==> config.mk <==
export PLATFORM = sky130hd
export DESIGN_NAME = useq_top
export DESIGN_NICKNAME = d
export VERILOG_FILES = /design/src/rtl/useq_pkg.sv /design/src/rtl/useq_poll.sv /design/src/rtl/useq_nextaddr.sv /design/src/rtl/useq_ctrl.sv /design/src/rtl/useq_top.sv
export SDC_FILE = /design/constraint.sdc
export NUM_CORES = 1
export LEC_CHECK = 0
export ABC_CLOCK_PERIOD_IN_PS = 2200
export BUFFER_PORTS_ARGS = -buffer_cell sky130_fd_sc_hd__buf_2
export CAP_MARGIN = 40
export CORE_ASPECT_RATIO = 1.4
export CORE_MARGIN = 2
export CORE_UTILIZATION = 42
export DETAILED_ROUTE_END_ITERATION = 12
export GPL_ROUTABILITY_DRIVEN = 0
export PLACE_DENSITY = 0.72
export SETUP_SLACK_MARGIN = 0.15
export SYNTH_ARGS = -nofsm -noshare
export SYNTH_HDL_FRONTEND = slang
export SYNTH_SLANG_ARGS = --single-unit
==> constraint.sdc <==
create_clock -name clk -period 2.2 [get_ports clk]
set_clock_uncertainty 0.15 [all_clocks]
set_input_delay 0.66 -clock clk [delete_from_list [all_inputs] [get_ports clk]]
set_output_delay 0.66 -clock clk [all_outputs]
set_load 0.02 [all_outputs]
==> src/rtl/useq_pkg.sv <==
package useq_pkg;

    typedef enum logic [1:0] {
        SEQ_INIT    = 2'd0,
        SEQ_RUN     = 2'd1,
        SEQ_BUSWAIT = 2'd2
    } seq_state_t;

    typedef enum logic [1:0] {
        BR_GOTO     = 2'b00,
        BR_TEST     = 2'b01,
        BR_DISPATCH = 2'b10,
        BR_FETCH    = 2'b11
    } br_sel_t;

endpackage

==> src/rtl/useq_poll.sv <==
module useq_poll #(
    parameter int NFLAG = 3,
    parameter int IW    = (NFLAG > 1) ? $clog2(NFLAG) : 1
) (
    input  logic [NFLAG-1:0] flags,
    output logic             hit,
    output logic [IW-1:0]    idx
);
    // Lowest-numbered set flag wins.
    always_comb begin
        idx = '0;
        for (int i = NFLAG - 1; i >= 0; i--) begin
            if (flags[i]) idx = IW'(i);
        end
        hit = |flags;
    end
endmodule

==> src/rtl/useq_nextaddr.sv <==
module useq_nextaddr
    import useq_pkg::*;
#(
    parameter int             AW       = 9,
    parameter int             IW       = 2,
    parameter logic [AW-1:0]  SVC_BASE = 9'h100
) (
    input  logic [1:0]    br_sel,
    input  logic [AW-1:0] nxt_addr,
    input  logic          test_in,
    input  logic [AW-1:0] disp_val,
    input  logic          at_poll,
    input  logic          poll_hit,
    input  logic [IW-1:0] poll_idx,
    output logic [AW-1:0] target,
    output logic          wait_req
);
    logic take_svc;

    always_comb begin
        take_svc = at_poll && poll_hit;
        target   = nxt_addr;
        if (take_svc) begin
            target = SVC_BASE | AW'(poll_idx);
        end else begin
            unique case (br_sel_t'(br_sel))
                BR_GOTO:     target = nxt_addr;
                BR_TEST:     target = {nxt_addr[AW-1:1], nxt_addr[0] | test_in};
                BR_DISPATCH: target = nxt_addr | disp_val;
                BR_FETCH:    target = nxt_addr;
                default:     target = nxt_addr;
            endcase
        end
        wait_req = (br_sel_t'(br_sel) == BR_FETCH) && !take_svc;
    end
endmodule

==> src/rtl/useq_ctrl.sv <==
module useq_ctrl
    import useq_pkg::*;
(
    input  logic clk,
    input  logic pwr_init,
    input  logic wait_req,
    input  logic bus_ack,
    output logic load,
    output logic stalled,
    output logic st_run
);
    seq_state_t state, state_nx;

    // State register
    always_ff @(posedge clk) begin
        if (pwr_init) state <= SEQ_INIT;
        else          state <= state_nx;
    end

    // Transitions
    always_comb begin
        state_nx = state;
        unique case (state)
            SEQ_INIT:    state_nx = SEQ_RUN;
            SEQ_RUN:     state_nx = (wait_req && !bus_ack) ? SEQ_BUSWAIT : SEQ_RUN;
            SEQ_BUSWAIT: state_nx = bus_ack ? SEQ_RUN : SEQ_BUSWAIT;
            default:     state_nx = SEQ_INIT;
        endcase
    end

    // Outputs
    always_comb begin
        load    = 1'b0;
        stalled = 1'b0;
        st_run  = 1'b0;
        unique case (state)
            SEQ_INIT:    ;
            SEQ_RUN: begin
                st_run = 1'b1;
                load   = !(wait_req && !bus_ack);
            end
            SEQ_BUSWAIT: begin
                stalled = 1'b1;
                load    = bus_ack;
            end
            default:     ;
        endcase
    end
endmodule

==> src/rtl/useq_top.sv <==
module useq_top
    import useq_pkg::*;
#(
    parameter int            AW        = 9,
    parameter int            NFLAG     = 3,
    parameter logic [AW-1:0] INIT_ADDR = 9'h001,
    parameter logic [AW-1:0] POLL_ADDR = 9'h000,
    parameter logic [AW-1:0] SVC_BASE  = 9'h100
) (
    input  logic             clk,
    input  logic             pwr_init,
    input  logic [AW-1:0]    nxt_addr,
    input  logic [1:0]       br_sel,
    input  logic             test_in,
    input  logic [AW-1:0]    disp_val,
    input  logic [NFLAG-1:0] flags,
    input  logic             bus_ack,
    output logic [AW-1:0]    upc,
    output logic             stalled
);
    localparam int IW = (NFLAG > 1) ? $clog2(NFLAG) : 1;

    logic          poll_hit;
    logic [IW-1:0] poll_idx;
    logic [AW-1:0] target;
    logic          wait_req;
    logic          load;
    logic          st_run;

    useq_poll #(.NFLAG(NFLAG), .IW(IW)) u_poll (
        .flags (flags),
        .hit   (poll_hit),
        .idx   (poll_idx)
    );

    useq_nextaddr #(.AW(AW), .IW(IW), .SVC_BASE(SVC_BASE)) u_nxt (
        .br_sel   (br_sel),
        .nxt_addr (nxt_addr),
        .test_in  (test_in),
        .disp_val (disp_val),
        .at_poll  (upc == POLL_ADDR),
        .poll_hit (poll_hit),
        .poll_idx (poll_idx),
        .target   (target),
        .wait_req (wait_req)
    );

    useq_ctrl u_ctrl (
        .clk      (clk),
        .pwr_init (pwr_init),
        .wait_req (wait_req),
        .bus_ack  (bus_ack),
        .load     (load),
        .stalled  (stalled),
        .st_run   (st_run)
    );

    always_ff @(posedge clk) begin
        if (pwr_init)  upc <= INIT_ADDR;
        else if (load) upc <= target;
    end
endmodule

==> impl_metrics.toml <==
[timing]
setup_viol = 0
timing.final.hold_violations = 0
worst_slew_pin_slew_ns = 0.387
hold_ws_ns = 0.341
relSlewSlack = 0.740
rsz0062_at_grt = "yes"
worst_slack_ns = 0.0974
slew_violations = 0
min_period_ns = 2.10
timing.final.crit_share = 0.956
fmax_mhz = 476

[die]
coreArea_sq_um = 1950
start_util = 0.440
ios = 37
die_w_um = 42.2
num_rows = 19
die_area_sq_um = 2420
die_h_um = 57.5

[clock_tree]
insertion_delay_ns = 0.27
cts_root_buf = "clkbuf_4"
cts_hold_buffers = 0
h-tree-depth = 1
cts_tree = "built"
cts.path.max_buffers = 2
cts_buffers = 3
clkTransAtPathRegs_ns = 0.08
clock-sinks = 11

[global_route]
overflow = 0
groute.usage.overall = 0.178
antenna_found_initial = 0
grt_pass1_vias = 837
grt_max_degree = 20
grt_pass1_wl_um = 3480

[yosys]
synth_edf_count = 0
synth_top_family_by_area = "simple AND/OR/NAND/NOR gates"
yosysSeqAreaShare = 0.257
netlist_instances = 99
synth_xor_area_frac = 0
yosysTopAreaCellShare = 0.257
synth_adder_area_share = 0.102
synth_nets = 133
synth_area_leaders = "dfxtp_1, ha_1, a21oi_1"
async_reset_ff_frac = 0
ys.flop_type = "dfxtp_1"
synth.cell_area_sq_um = 857
synth_area_leader_cell = "dfxtp_1"
synth_compound_area_frac = 0.200
yosys.area_share.simple = 0.280
ys_types = 33
synth.avg_cell_area_sq_um = 8.66
synth.most_common_cell = "a21oi_1"
synthMuxAreaShare = 0.0993
synth_common_cells = "a21oi_1, dfxtp_1, ha_1, inv_1, mux2i_1"
yosysWarningCount = 0
synth-seq-cells = 11

[hold_path]
min_to = "upc[2]$_SDFFE_PP0P_"
min-delay-start = "upc[2]$_SDFFE_PP0P_"
worstHoldPathCells = 2
hold_class = "register to register"

[setup_path]
crit_path_max_incr_delay_ns = 0.58
end_kind = "register"
path_max_fanout = 4
ff2ff_setup_slack_ns = 0.1
crit_chain = "or4_4, or4_4, nor4b_4, o31a_1"
reg2regPathDepth = 4
slowest_stage = "or4_4"
critPathKind = "register to register"
worstReg2RegEnd = "upc[1]$_SDFFE_PP0P_"
cpMostUsedCell = "or4_4"
arrival_ns = 2.17
crit_path_start = "upc[5]$_SDFFE_PP0P_"
start_kind = "register"
r2r_start = "upc[5]$_SDFFE_PP0P_"
crit_required_ns = 2.26

[place]
io_buffer_count = 36
hpwl_um = 1670
post-place-ws_ns = -0.108
dpl_cell_area_sq_um = 1100

[pwr]
pwr-share-clk = 0.254
power_frac_comb = 0.341
powerDensity_nw_per_um2 = 460
pwr-share-seq = 0.405
p_int_mw = 0.373
p_switching_mw = 0.169
vdd_drop_max_mv = 0.224
switching_share = 0.312
p_leak_nw = 0.588

[drt]
wl_um = 2030
drt_pass1_iterations = 4
ant_nets = 0
drt_iter0_markers = 24
viasPerCell = 5.30
vias = 870
wl_per_cell_um = 12.4
post-route-drc-count = 0

[finish]
fin_nets = 178
area_growth_pct = 37.5
drive_above_1_share = 0.476
stdcell_area_sq_um = 1180
utilization = 0.605
diodes = 0

[status]
status = "complete, no violations"

[run]
maxCapViolations = 0
==> worst max path at each step <==
stage,slack (ns),endpoint,depth (start not counted)
final,0.1,upc[1]$_SDFFE_PP0P_,4
after global routing,0.05,upc[1]$_SDFFE_PP0P_,4
after CTS,0.1,upc[1]$_SDFFE_PP0P_,4
after detailed placement,-0.11,upc[4]$_SDFFE_PP0P_,7
after global placement,-0.05,upc[6]$_SDFFE_PP0P_,7
after floorplan,0.03,upc[8]$_SDFFE_PP0P_,5
==> sequential cells by signal (all words and copies together) (netlist names) <==
signal	count
upc	9
u_ctrl.state	2
==> cells by family after synthesis <==
logic type / after synthesis
AOI/OAI and AO/OA: 28
and+or+nand+nor: 33
buffers and inverters: 12
DFF: 11
adders and majority gates: 7
muxes: 8
==> cell usage in the layout, fill, tap and decap left out, types with 2 or more instances in the layout <==
master / instances
a211oi_1: 2
a21oi_1: 16
buf_2: 36
buf_4: 7
clkbuf_4: 3
dfxtp_1: 9
dfxtp_2: 2
ha_1: 7
inv_1: 7
mux2i_1: 7
nand2b_1: 6
nor2_1: 4
nor2b_1: 2
nor3_1: 2
o21ai_0: 2
or2_2: 2
or4_2: 6
or4_4: 2
==> power groups by stage <==
| stage | logic (mW) | registers (mW) | clock network [mW] |
|---|---|---|---|
| after detailed placement | 0.171 | 0.224 | 0 |
| after CTS | 0.183 | 0.220 | 0.138 |
| after floorplan | 0.103 | 0.234 | 0 |
| after global routing | 0.204 | 0.222 | 0.150 |
| after global placement | 0.165 | 0.223 | 0 |
| final | 0.185 | 0.220 | 0.137 |
==> worst max-delay path: cells and delay by family (launching register included) <==
family | cells | cell delay, ns
flip-flops | 1 | 0.32
AND/OR/NAND/NOR | 3 | 1.43
AO/OA/AOI/OAI | 1 | 0.15
==> layer usage <==
metal | vias up | share of wire | global-route usage
li1 | 450 | - | -
met1 | 390 | 0.44 | 0.216
met2 | 28 | 0.51 | 0.321
met3 | 2 | 0.052 | 0.0190
met4 | 0 | 0.0059 | 0.0625
met5 | - | 0 | 0
==> repair_timing <==
action / in CTS / in global routing
setup buffers: 2 / 0
endpoints found under the setup margin: 10 / 10
resized for setup: 4 / 2
cloned: 0 / 0
pin swaps: 3 / 1
==> layout make-up <==
| cell class | count | area [sq um] |
|---|---|---|
| inverter | 7 | 26.3 |
| multi-input combinational | 76 | 613 |
| clock buffer | 4 | 26.3 |
| timing repair buffer | 45 | 264 |
| tap | 21 | 26.3 |
| fill | 194 | 771 |
| sequential | 11 | 223 |
==> stage by stage <==
stage | TNS [ns] | total power, mW | std cells
5_1_grt | 0 | 0.575 | 164
3_5_place_dp | -0.384 | 0.395 | 158
4_1_cts | 0 | 0.541 | 164
2_1_floorplan | 0 | 0.336 | 99
3_3_place_gp | -0.140 | 0.389 | 158
6_report | 0 | 0.542 | 164
Power figures use the tool's default switching activity.
